**src/rtl/codec_wr_pkg.sv**
```systemverilog
package codec_wr_pkg;

    localparam logic [4:0] SPEED_REG = 5'h02;
    localparam logic [4:0] MUTE_REG  = 5'h03;
    localparam int         MUTE_BIT  = 7;

    typedef enum logic [1:0] {
        T_IDLE,
        T_DIRECT,
        T_SEQ_ISSUE,
        T_SEQ_WAIT
    } ctrl_state_t;

    typedef enum logic [2:0] {
        SH_IDLE,
        SH_SELECT,
        SH_CLK_LOW,
        SH_DATA,
        SH_CLK_HIGH,
        SH_HOLD
    } shift_state_t;

    typedef enum logic {
        OP_SPEED,
        OP_MUTE
    } seq_op_t;

    // Map a sample rate to the 4-bit speed-mode value
    function automatic logic [3:0] speed_mode(input logic [31:0] rate,
                                              input logic [31:0] high_above,
                                              input logic [31:0] mid_above);
        if (rate > high_above)
            return 4'b1010;
        else if (rate > mid_above)
            return 4'b0101;
        else
            return 4'b0000;
    endfunction

endpackage

```
**src/rtl/codec_frame_shifter.sv**
```systemverilog
module codec_frame_shifter
    import codec_wr_pkg::*;
#(
    parameter int NCHIP   = 2,
    parameter int CLK_DIV = 4,
    parameter int FRAME_W = 16,
    localparam int CW     = (NCHIP > 1) ? $clog2(NCHIP) : 1
) (
    input  logic               clk,
    input  logic               rst_n,
    input  logic               go,
    input  logic [CW-1:0]      chip,
    input  logic [FRAME_W-1:0] frame,
    output logic               sclk,
    output logic               sdo,
    output logic [NCHIP-1:0]   cs_n,
    output logic               fdone
);

    localparam int CNT_W = (CLK_DIV > 1) ? $clog2(CLK_DIV) : 1;
    localparam int BIT_W = $clog2(FRAME_W);

    shift_state_t       state, state_nx;
    logic [CNT_W-1:0]   cnt;
    logic [BIT_W-1:0]   bit_idx;
    logic [FRAME_W-1:0] shreg;
    logic [CW-1:0]      chip_q;
    logic               sdo_q;
    logic               fdone_q;
    logic               phase_end;
    logic               last_bit;

    assign phase_end = (cnt == CNT_W'(CLK_DIV - 1));
    assign last_bit  = (bit_idx == BIT_W'(FRAME_W - 1));

    always_comb begin
        state_nx = state;
        unique case (state)
            SH_IDLE:     if (go) state_nx = SH_SELECT;
            SH_SELECT:   if (phase_end) state_nx = SH_CLK_LOW;
            SH_CLK_LOW:  if (phase_end) state_nx = SH_DATA;
            SH_DATA:     if (phase_end) state_nx = SH_CLK_HIGH;
            SH_CLK_HIGH: if (phase_end) state_nx = last_bit ? SH_HOLD : SH_CLK_LOW;
            SH_HOLD:     if (phase_end) state_nx = SH_IDLE;
            default:     state_nx = SH_IDLE;
        endcase
    end

    always_ff @(posedge clk or negedge rst_n) begin
        if (!rst_n) begin
            state   <= SH_IDLE;
            cnt     <= '0;
            bit_idx <= '0;
            shreg   <= '0;
            chip_q  <= '0;
            sdo_q   <= 1'b1;
            fdone_q <= 1'b0;
        end else begin
            state   <= state_nx;
            fdone_q <= 1'b0;
            if (state == SH_IDLE) begin
                cnt <= '0;
                if (go) begin
                    shreg   <= frame;
                    chip_q  <= chip;
                    bit_idx <= '0;
                end
            end else begin
                cnt <= phase_end ? '0 : cnt + 1'b1;
                if (phase_end) begin
                    case (state)
                        SH_CLK_LOW:  sdo_q <= shreg[FRAME_W-1];
                        SH_CLK_HIGH: begin
                            shreg   <= shreg << 1;
                            bit_idx <= bit_idx + 1'b1;
                        end
                        SH_HOLD: begin
                            sdo_q   <= 1'b1;
                            fdone_q <= 1'b1;
                        end
                        default: ;
                    endcase
                end
            end
        end
    end

    // Outputs decoded from the registered state
    always_comb begin
        sclk  = !((state == SH_CLK_LOW) || (state == SH_DATA));
        sdo   = sdo_q;
        fdone = fdone_q;
    end

    for (genvar g = 0; g < NCHIP; g++) begin : g_sel
        assign cs_n[g] = !((state != SH_IDLE) && (chip_q == CW'(g)));
    end

    a_r2_data_steady_high: assert property (@(posedge clk) disable iff (!rst_n)
        (sclk && $past(sclk) && !(&cs_n) && !(&$past(cs_n))) |-> $stable(sdo));

    a_r3_one_select: assert property (@(posedge clk) disable iff (!rst_n)
        $countones(~cs_n) <= 1);

    a_r3_select_held: assert property (@(posedge clk) disable iff (!rst_n)
        (!(&cs_n) && !(&$past(cs_n))) |-> (cs_n == $past(cs_n)));

    a_r5_done_after_release: assert property (@(posedge clk) disable iff (!rst_n)
        fdone |-> (&cs_n && sclk && sdo));

endmodule

```
**src/rtl/codec_shadow_regs.sv**
```systemverilog
module codec_shadow_regs
    import codec_wr_pkg::*;
#(
    parameter int NCHIP = 2,
    localparam int CW   = (NCHIP > 1) ? $clog2(NCHIP) : 1
) (
    input  logic          clk,
    input  logic          rst_n,
    input  logic          we,
    input  logic [CW-1:0] wchip,
    input  logic [4:0]    waddr,
    input  logic [7:0]    wdata,
    input  logic [CW-1:0] rchip,
    output logic [7:0]    rd_speed,
    output logic [7:0]    rd_mute
);

    logic [7:0] speed_mem [NCHIP];
    logic [7:0] mute_mem  [NCHIP];

    for (genvar g = 0; g < NCHIP; g++) begin : g_chip
        always_ff @(posedge clk or negedge rst_n) begin
            if (!rst_n) begin
                speed_mem[g] <= 8'h00;
                mute_mem[g]  <= 8'h00;
            end else if (we && (wchip == CW'(g))) begin
                if (waddr == SPEED_REG) speed_mem[g] <= wdata;
                if (waddr == MUTE_REG)  mute_mem[g]  <= wdata;
            end
        end
    end

    assign rd_speed = speed_mem[rchip];
    assign rd_mute  = mute_mem[rchip];

endmodule

```
**src/rtl/codec_ctrl_wr.sv**
```systemverilog
module codec_ctrl_wr
    import codec_wr_pkg::*;
#(
    parameter int         NCHIP      = 2,
    parameter int         CLK_DIV    = 4,
    parameter int         RATE_W     = 18,
    parameter int         HIGH_ABOVE = 108000,
    parameter int         MID_ABOVE  = 54000,
    parameter logic [1:0] DEV_ADDR   = 2'b10,
    localparam int        CW         = (NCHIP > 1) ? $clog2(NCHIP) : 1
) (
    input  logic              clk,
    input  logic              rst_n,
    input  logic              start,
    input  logic [CW-1:0]     chip_idx,
    input  logic [4:0]        reg_addr,
    input  logic [7:0]        wr_data,
    input  logic              rate_start,
    input  logic [RATE_W-1:0] rate_hz,
    input  logic              mute_start,
    input  logic              mute_on,
    output logic              sclk,
    output logic              sdo,
    output logic [NCHIP-1:0]  cs_n,
    output logic              busy,
    output logic              done
);

    localparam int FRAME_W = 16;

    ctrl_state_t  state, state_nx;
    seq_op_t      op_q;
    logic [3:0]   mode_q;
    logic         mute_q;
    logic [CW-1:0] idx_q;
    logic         last_chip;

    logic               sh_go;
    logic [CW-1:0]      sh_chip;
    logic [FRAME_W-1:0] sh_frame;
    logic               fdone;

    logic        sw_we;
    logic [CW-1:0] sw_chip;
    logic [4:0]  sw_addr;
    logic [7:0]  sw_data;
    logic [7:0]  rd_speed;
    logic [7:0]  rd_mute;

    logic rate_ok;
    logic accept_direct, accept_rate, accept_mute;

    assign last_chip     = (idx_q == CW'(NCHIP - 1));
    assign rate_ok       = (rate_hz != '0);
    assign accept_direct = (state == T_IDLE) && start;
    assign accept_rate   = (state == T_IDLE) && !start && rate_start && rate_ok;
    assign accept_mute   = (state == T_IDLE) && !start && !(rate_start && rate_ok) && mute_start;

    // Next-state logic
    always_comb begin
        state_nx = state;
        unique case (state)
            T_IDLE: begin
                if (accept_direct)
                    state_nx = T_DIRECT;
                else if (accept_rate || accept_mute)
                    state_nx = T_SEQ_ISSUE;
            end
            T_DIRECT:    if (fdone) state_nx = T_IDLE;
            T_SEQ_ISSUE: state_nx = T_SEQ_WAIT;
            T_SEQ_WAIT:  if (fdone) state_nx = last_chip ? T_IDLE : T_SEQ_ISSUE;
            default:     state_nx = T_IDLE;
        endcase
    end

    // State register and request latches
    always_ff @(posedge clk or negedge rst_n) begin
        if (!rst_n) begin
            state  <= T_IDLE;
            op_q   <= OP_SPEED;
            mode_q <= 4'h0;
            mute_q <= 1'b0;
            idx_q  <= '0;
        end else begin
            state <= state_nx;
            if (accept_rate) begin
                op_q   <= OP_SPEED;
                mode_q <= speed_mode(32'(rate_hz), 32'(HIGH_ABOVE), 32'(MID_ABOVE));
                idx_q  <= '0;
            end else if (accept_mute) begin
                op_q   <= OP_MUTE;
                mute_q <= mute_on;
                idx_q  <= '0;
            end else if ((state == T_SEQ_WAIT) && fdone && !last_chip) begin
                idx_q <= idx_q + 1'b1;
            end
        end
    end

    // Outputs and datapath controls
    always_comb begin
        sh_go    = 1'b0;
        sh_chip  = chip_idx;
        sh_frame = {DEV_ADDR, 1'b1, reg_addr, wr_data};
        sw_we    = 1'b0;
        sw_chip  = chip_idx;
        sw_addr  = reg_addr;
        sw_data  = wr_data;
        done     = 1'b0;
        unique case (state)
            T_IDLE: begin
                if (accept_direct) begin
                    sh_go = 1'b1;
                    sw_we = (reg_addr == SPEED_REG) || (reg_addr == MUTE_REG);
                end
            end
            T_SEQ_ISSUE: begin
                sh_go   = 1'b1;
                sh_chip = idx_q;
                sw_we   = 1'b1;
                sw_chip = idx_q;
                if (op_q == OP_SPEED) begin
                    sw_addr = SPEED_REG;
                    sw_data = {rd_speed[7:4], mode_q};
                end else begin
                    sw_addr = MUTE_REG;
                    sw_data = {mute_q, rd_mute[MUTE_BIT-1:0]};
                end
                sh_frame = {DEV_ADDR, 1'b1, sw_addr, sw_data};
            end
            T_DIRECT:   done = fdone;
            T_SEQ_WAIT: done = fdone && last_chip;
            default: ;
        endcase
    end

    assign busy = (state != T_IDLE);

    codec_shadow_regs #(.NCHIP(NCHIP)) u_shadow (
        .clk      (clk),
        .rst_n    (rst_n),
        .we       (sw_we),
        .wchip    (sw_chip),
        .waddr    (sw_addr),
        .wdata    (sw_data),
        .rchip    (idx_q),
        .rd_speed (rd_speed),
        .rd_mute  (rd_mute)
    );

    codec_frame_shifter #(
        .NCHIP   (NCHIP),
        .CLK_DIV (CLK_DIV),
        .FRAME_W (FRAME_W)
    ) u_shift (
        .clk   (clk),
        .rst_n (rst_n),
        .go    (sh_go),
        .chip  (sh_chip),
        .frame (sh_frame),
        .sclk  (sclk),
        .sdo   (sdo),
        .cs_n  (cs_n),
        .fdone (fdone)
    );

    a_r4_idle_lines_high: assert property (@(posedge clk) disable iff (!rst_n)
        !busy |-> (sclk && sdo && (&cs_n) && !done));

    a_r5_done_single: assert property (@(posedge clk) disable iff (!rst_n)
        done |=> !done);

    a_r5_busy_drops_after_done: assert property (@(posedge clk) disable iff (!rst_n)
        done |=> !busy);

    a_r8_zero_rate_stays_idle: assert property (@(posedge clk) disable iff (!rst_n)
        (!busy && rate_start && (rate_hz == '0) && !start && !mute_start) |=> !busy);

    a_r6_busy_keeps_select: assert property (@(posedge clk) disable iff (!rst_n)
        (busy && start && !(&cs_n)) |=> (cs_n == $past(cs_n)) || (&cs_n));

endmodule

```
**config.mk**
```make
export PLATFORM = sky130hd
export DESIGN_NAME = codec_ctrl_wr
export DESIGN_NICKNAME = d
export VERILOG_FILES = /design/src/rtl/codec_wr_pkg.sv /design/src/rtl/codec_frame_shifter.sv /design/src/rtl/codec_shadow_regs.sv /design/src/rtl/codec_ctrl_wr.sv
export SDC_FILE = /design/constraint.sdc
export NUM_CORES = 1
export LEC_CHECK = 0
export ABC_AREA = 1
export ABC_CLOCK_PERIOD_IN_PS = 1700
export CAP_MARGIN = 20
export CORE_MARGIN = 8
export CORE_UTILIZATION = 58
export CTS_CLUSTER_SIZE = 10
export DETAILED_ROUTE_END_ITERATION = 10
export DONT_BUFFER_PORTS = 1
export PLACE_DENSITY = 0.76
export SETUP_SLACK_MARGIN = 0.3
export SKIP_LAST_GASP = 1
export SLEW_MARGIN = 15
export SYNTH_ARGS = -nofsm -noshare
export SYNTH_HDL_FRONTEND = slang
export SYNTH_HIERARCHICAL = 1
export SYNTH_SLANG_ARGS = --single-unit
```
**constraint.sdc**
```tcl
create_clock -name clk -period 1.7 [get_ports clk]
set_input_delay 0.17 -clock clk [delete_from_list [all_inputs] [get_ports clk]]
set_output_delay 0.17 -clock clk [all_outputs]
set_load 0.02 [all_outputs]
```
; ---- After elaboration in Yosys (flattened, before gate mapping)
; Cells that the tools add are included.
[totals]
input_bits = 38
latch_bits = 0
n_memories = 0
wordCells = 145
output_inout_bits = 6
mem_bits_ro = 0
register_bits = 67
mem_bits_rw = 0
[op_classes]
n_shift = 0
n_bitwise = 5
mul = 0
eq_ne = 23
order_cmp = 3
reduce_logical = 43
addsub = 3
n_mux = 52
div = 0
[ops]
columns = cell, count
row1 = 2-to-1 mux 16 bit, 4
row2 = 2-to-1 mux 8 bit, 5
row3 = 2-to-1 mux 3 bit, 8
row4 = 2-to-1 mux 7 bit, 3
row5 = "== test 5 x 2 -> 1 bit, second input constant", 4
row6 = 2-to-1 mux 4 bit, 5
row7 = "> comparator 18 x 16 -> 1 bit, second input constant", 1
row8 = "> comparator 18 x 17 -> 1 bit, second input constant", 1
row9 = one-hot mux 3 bit (6 select lines), 1
row10 = nonzero test 18 bit, 1
row11 = logical AND 1 bit, 14
row12 = 2-to-1 mux 2 bit, 7
row13 = "!= test 2 x 1 -> 1 bit, second input constant", 7
row14 = 2-to-1 mux 13 bit, 1
row15 = 2-to-1 mux 1 bit, 12
row16 = AND reduction 2 bit, 6
row17 = nonzero test 2 bit, 5
row18 = AND reduction 3 bit, 3
row19 = one-hot mux 1 bit (2 select lines), 4
row20 = one-hot mux 2 bit (4 select lines), 1
row21 = "== test 2 bit, second input constant", 3
row22 = "== test 3 x 2 -> 1 bit, second input constant", 2
row23 = "== test 3 bit, second input constant", 2
row24 = logical NOT 1 bit, 6
row25 = 17 further kinds, 23

; ---- Depth between registers and ports, before layout
; Gate-level depths: netlist (run 1).
[depth]
depth_word = 9
ltp_mapped = 12
depth_no_buf = 12

; ---- Hierarchy
; The synthesis (run 1) kept the hierarchy.
[by_module_without_submodules]
columns = module, cells_per_inst, n_inst, area_each_um2, seq_area_each_um2
row1 = codec_frame_shifter, 212, 1, 1581.5, 701.9
row2 = codec_shadow_regs, 171, 1, 1561.5, 800.8
row3 = codec_ctrl_wr, 160, 1, 860.8, 175.2

; ---- Worst setup path before layout (run 1)
; Ideal clock, no wire load.
[synth_path]
path_kind = reg2reg
from = reg state[0] (netlist name)
to = reg u_shadow/mute_mem[0] (netlist bit)
arrival_time_ps = 1718
stages_incl_launch_ff = 10
setup_slack_ps = -136
required_time_ps = 1582
setup_time_ps = 118
path_buffers = 1
synth_period_minus_slack_ps = 1836
cell_sequence = dfrtp_1 nor2_1 inv_1 buf_2 o21ai_0 nand2_1 inv_2 nand3_1 nand2_1 nand2_1
[synth_rtl]
columns = item, line
row1 = "to (signal, indexed assignment)", codec_shadow_regs.sv:28  ; if (waddr == MUTE_REG) mute_mem[g] <= wdata;
row2 = to (decl), codec_shadow_regs.sv:19  ; logic [7:0] mute_mem [NCHIP];

==> metrics.txt, run 1 <==
status finished with violations; failing checks negative hold slack; CTS Hold Bufs 1; switching pwr 0.000631 W; Fin. Hold Viols 57; clock root buffer clkbuf_8; initial detailed-routing violation count 207; First-pass DRT Iterations 6; CP Capture Type flop; worst path required time 1.96 ns; largest net degree at the start of global routing 58; initial antenna violation count 0; LEAKAGE 2.20 nW; final setup fails 0; min Tclk post-route 1.63 ns; IO Pins 44; clk buf depth 2; CP delay by family, top simple AND/OR/NAND/NOR gates; wire length per cell 14.8 um; Worst EP arrival 1.90 ns; area grow syn2layout 20.9%; power share of the sequential group 0.498; TritonCTS clock tree built; Worst Clk Skew 0.0112 ns; DP Worst Slack 0.00994 ns; Total Neg Setup Slack 0 ns; Starting Density 0.600; Mapped Cells 498; GPL Wtd Cong 0.893; gr busiest metal met2; CTS buffer count 9; final worst slack 0.0671 ns; worst path buffer plus inverter count 4; detailed-route DRC error count 0; slowest stage delay, CP 0.43 ns; grt total ovfl 0; RSZ-0062 raised after global routing true; Hold Path Class primary input to async pin; Final Hold Slack -0.478 ns; post-layout utilization of the core 0.725; GR Layer Usage met2 0.323; syn_area_per_cell 7.17 um^2; die width 94.5 um; Core ar. 0.00596 mm^2; worst skew pair latency 0.33 ns; aggregate global-route resource usage 0.198; Slowest-stage cell, CP dfrtp_1; Core Rows 28; Most common cell on crit path nor2_4; Worst-path clk slew 0.07 ns; achievable frequency 612 MHz; share of layout cells above drive strength 1 0.283; total number of vias 3344; pwr/cell area 637 mW/mm^2; Ant. Diodes 0; Setup crit start state[0]; htree depth 3; Post-Route WL 9.09 mm; CTS sink cnt 57; Final Cycle Share 0.961; crit path kind flop to flop; crit path cell chain nor2_4 > inv_2 > buf_12 > nor2_4 > inv_2 > nand2_4 > nand2_4 > nor2_4 > buf_12 > nand3_1 > nand2_1; Worst setup SP type flop; Clock power frac 0.442; Reg2Reg Launch Point state[0]; first-pass GRT wire length 14.2 mm; Final ANT Viol Nets 0; M1 GR Usage 0.240; Nets 575; vias per inst 5.46; peak supply drop 0.000506 V; met3 usage 0.0492; sw frac 0.229; die area 0.00893 mm^2; IO buf count 0; Logic pwr share 0.060; dpl hpwl 5.98 mm; Mapped Area 0.00357 mm^2; maxcap violations 0; vias in the first global route 3178; Yosys warnings 6; Slew Limit Fails 0; CP Max Fanout 14; Pint 0.00212 W; Die Ht 94.5 um
==> final cells by class <==
type / instances / area [um^2]
clock buffer: 10 / 138
clock inverter: 4 / 45.0
fill: 467 / 1640
inverter: 44 / 190
multi-input combinational: 382 / 2040
sequential: 57 / 1430
tap: 75 / 93.8
timing repair buffer: 40 / 383
==> power by group through the flow <==
stage | clock network, W | logic [W] | registers (W)
after floorplan | 0 | 0.000115 | 0.00139
after global placement | 0 | 0.000136 | 0.00140
after detailed placement | 0 | 0.000138 | 0.00140
after CTS | 0.00124 | 0.000150 | 0.00137
after global routing | 0.00129 | 0.000180 | 0.00137
final | 0.00122 | 0.000166 | 0.00137
==> registers in the layout, indices dropped and copies added (netlist names) <==
signal              flops
u_shift/bit_idx         4
mode_q                  2
u_shift/chip_q          1
u_shift/state           3
u_shadow/mute_mem      14
u_shadow/speed_mem      8
u_shift/fdone           1
u_shift/shreg          16
state                   2
u_shift/cnt             2
u_shift/sdo             1
idx_q                   1
mute_q                  1
op_q                    1
==> per-layer routing <==
metal	share of wire	wire (um)
met1	0.41	3700
met2	0.49	4450
met3	0.074	674
met4	0.029	259
met5	0	0
==> stage by stage <==
step	cells	instance area [um^2]	hold slack, ns	total power, W
3_5_place_dp	572	3710	-0.124	0.00153
5_1_grt	612	4320	-0.495	0.00284
6_report	612	4320	-0.478	0.00275
4_1_cts	600	4090	-0.488	0.00276
3_3_place_gp	572	3710	-0.123	0.00153
2_1_floorplan	499	3640	-0.126	0.00151
==> cell usage in the layout (no fill, tap or decap), drive strengths merged, types with 2 or more instances in the layout <==
master  count
mux2       11
buf        39
o21ai      10
nand3b      2
nand3      48
a21oi       4
inv        44
or2         2
dfrtp      56
ha          3
nor3        4
nand4       4
o211ai      4
clkbuf     10
o22ai       4
nand2     224
clkinv      3
nor2       56
conb        3
==> path summary, 6_finish.rpt <==
| kind | to | slack (ns) | depth (start not counted) |
|---|---|---|---|
| setup reg to reg | u_shadow/mute_mem[10] | 0.07 | 11 |
| setup / recovery | u_shadow/mute_mem[10] | 0.07 | 11 |
| hold reg to reg | u_shift/shreg[1] | 0.47 | 2 |
| min in group clk | state[0] | 0.01 | 2 |
| hold / removal | u_shadow/speed_mem[5] | -0.48 | 0 |
| max in group asynchronous | u_shift/sdo | 1.97 | 0 |
==> repair_timing <==
item	4_1_cts	5_1_grt
setup endpoints to repair	48	53
buffers inserted	13	12
pin swaps	6	19
resized for setup	27	40
cloned	0	0
hold endpoints to repair	58	57
==> worst register-to-register path, delay by kind of cell (launching register included) <==
family / cells / cell delay, ns
DFF: 1 / 0.43
buffers and inverters: 4 / 0.42
and+or+nand+nor: 7 / 0.72
Power figures use the tool's default switching activity.
==> run 2: changes to the inputs <==
--- a/config.mk
+++ b/config.mk
@@ -13,7 +13,7 @@
 export CTS_CLUSTER_SIZE = 10
 export DETAILED_ROUTE_END_ITERATION = 10
 export DONT_BUFFER_PORTS = 1
-export PLACE_DENSITY = 0.76
+export PLACE_DENSITY_LB_ADDON = 0.25
 export SETUP_SLACK_MARGIN = 0.3
 export SKIP_LAST_GASP = 1
 export SLEW_MARGIN = 15
==> metrics.txt, run 2 (synthesis gave the netlist of run 1 again) <==
detailed-route DRC error count 0; Final ANT Viol Nets 0; Area after DPL 0.00371 mm^2; initial antenna violation count 0; grt total ovfl 0; dpl hpwl 5.98 mm; CTS buffer count 9; Ant. Diodes 0; maxcap violations 0; Worst setup SP type flop; register with the most flip-flops u_shift/shreg; Post-Route WL 9.56 mm; most frequent cells in the layout nand2_1, dfrtp_1, nor2_1; Final Cycle Share 0.947; First-pass DRT Iterations 5; status finished with violations; area grow syn2layout 27.3%; Total Neg Setup Slack 0 ns; r2r endpoint u_shadow/mute_mem[6]; clock root buffer clkbuf_8; Starting Density 0.600; die width 94.5 um; total number of vias 3402; share of layout cells above drive strength 1 0.310; R2R cell count 11; failing checks negative hold slack; RSZ-0062 raised after global routing true; register area 0.00143 mm^2; IO Pins 44; Slew Limit Fails 0; Regs by FF count u_shift/shreg: 16 flops, u_shadow/mute_mem: 14 flops, u_shadow/speed_mem: 8 flops; clk buf depth 2; wire length per cell 15.3 um; largest net degree at the start of global routing 58; htree depth 3; Layout fillers 412; area of the multi-input gates 0.00214 mm^2; LEAKAGE 2.29 nW; Worst EP arrival 1.89 ns; CP Max Fanout 7; Worst-path clk slew 0.07 ns; crit path kind flop to flop; Worst R2R Setup Slack 0.09 ns; post-layout utilization of the core 0.763; vias per inst 5.45; CP Capture Type flop; max reg flops 16; GPL Wtd Cong 0.860; final setup fails 0; worst skew pair latency 0.34 ns; non-filler instance count after layout 624; DP Worst Slack 0.0407 ns; commonest non-fill, non-tap cell in the layout nand2_1; achievable frequency 621 MHz; Core Rows 28; Hold Path Class primary input to async pin; IO buf count 0; Die Ht 94.5 um; Nets 586; die area 0.00893 mm^2; Worst Clk Skew 0.00585 ns; worst setup path endpoint u_shadow/mute_mem[6]; final worst slack 0.0903 ns; Core ar. 0.00596 mm^2; min Tclk post-route 1.61 ns; pwr/cell area 582 mW/mm^2; TritonCTS clock tree built; placed cells 574; cell area after layout 0.00455 mm^2; worst path required time 1.98 ns; peak supply drop 0.000591 V; first-pass GRT wire length 14.7 mm; Final Hold Slack -0.481 ns; vias in the first global route 3187; initial detailed-routing violation count 227; Fin. Hold Viols 58; aggregate global-route resource usage 0.208; Setup crit start state[0]; Reg2Reg Launch Point state[0]; CTS sink cnt 57
## run 2: worst max-delay path: stages, from the launching register on
cell and delay, ns:
dfrtp_1 0.43, nor2_4 0.13, inv_2 0.06, buf_6 0.12, nor2_4 0.12, inv_4 0.06
nand2_4 0.07, nand2_4 0.06, nor2_4 0.16, clkbuf_16 0.18, nand3_1 0.08, nand2_1 0.08
## run 2: final cells by class
type / count / share of cell area
Multi-Input combinational cell: 382 / 0.470
Clock buffer: 11 / 0.0311
Clock inverter: 4 / 0.00440
Tap cell: 75 / 0.0206
Inverter: 44 / 0.0435
Timing Repair Buffer: 51 / 0.116
Sequential cell: 57 / 0.315
## run 2: worst min-delay path by stage
stage | depth (start not counted) | slack [ns] | endpoint | start
finish | 0 | -0.48 | u_shadow/mute_mem[2] | rst_n
global route | 0 | -0.50 | u_shadow/mute_mem[12] | rst_n
CTS | 0 | -0.49 | u_shift/shreg[5] | rst_n
detailed placement | 0 | -0.12 | u_shadow/speed_mem[6] | rst_n
global placement | 0 | -0.12 | u_shadow/speed_mem[6] | rst_n
floorplan | 0 | -0.13 | idx_q | rst_n
## run 2: report_power, final
group | leakage [nW] | switching [W] | internal [W]
sequential | 0.690 | 0.00000580 | 0.00137
combinational | 1.52 | 0.000107 | 0.0000760
clock | 0.0887 | 0.000544 | 0.000550
## run 2: metrics by stage
stage / power [W] / hold slack (ns)
6_report: 0.00265 / -0.481
3_3_place_gp: 0.00153 / -0.124
2_1_floorplan: 0.00151 / -0.126
3_5_place_dp: 0.00153 / -0.124
5_1_grt: 0.00275 / -0.504
4_1_cts: 0.00263 / -0.491
## run 2: what timing repair did
| action | CTS | global route |
|---|---|---|
| gates cloned | 0 | 2 |
| endpoints found under the setup margin | 49 | 55 |
| hold buffers | 1 | 1 |
| endpoints found under the hold margin | 58 | 59 |
| pin swaps | 20 | 36 |
| resized for setup | 24 | 67 |
| setup buffers | 18 | 13 |
## run 2: per-layer routing
metal,track usage,vias to the layer above,wire [um]
li1,-,1654,-
met2,0.333,131,4680
met4,0.0637,0,203
met1,0.254,1598,3940
met5,0,-,0
met3,0.0770,19,731
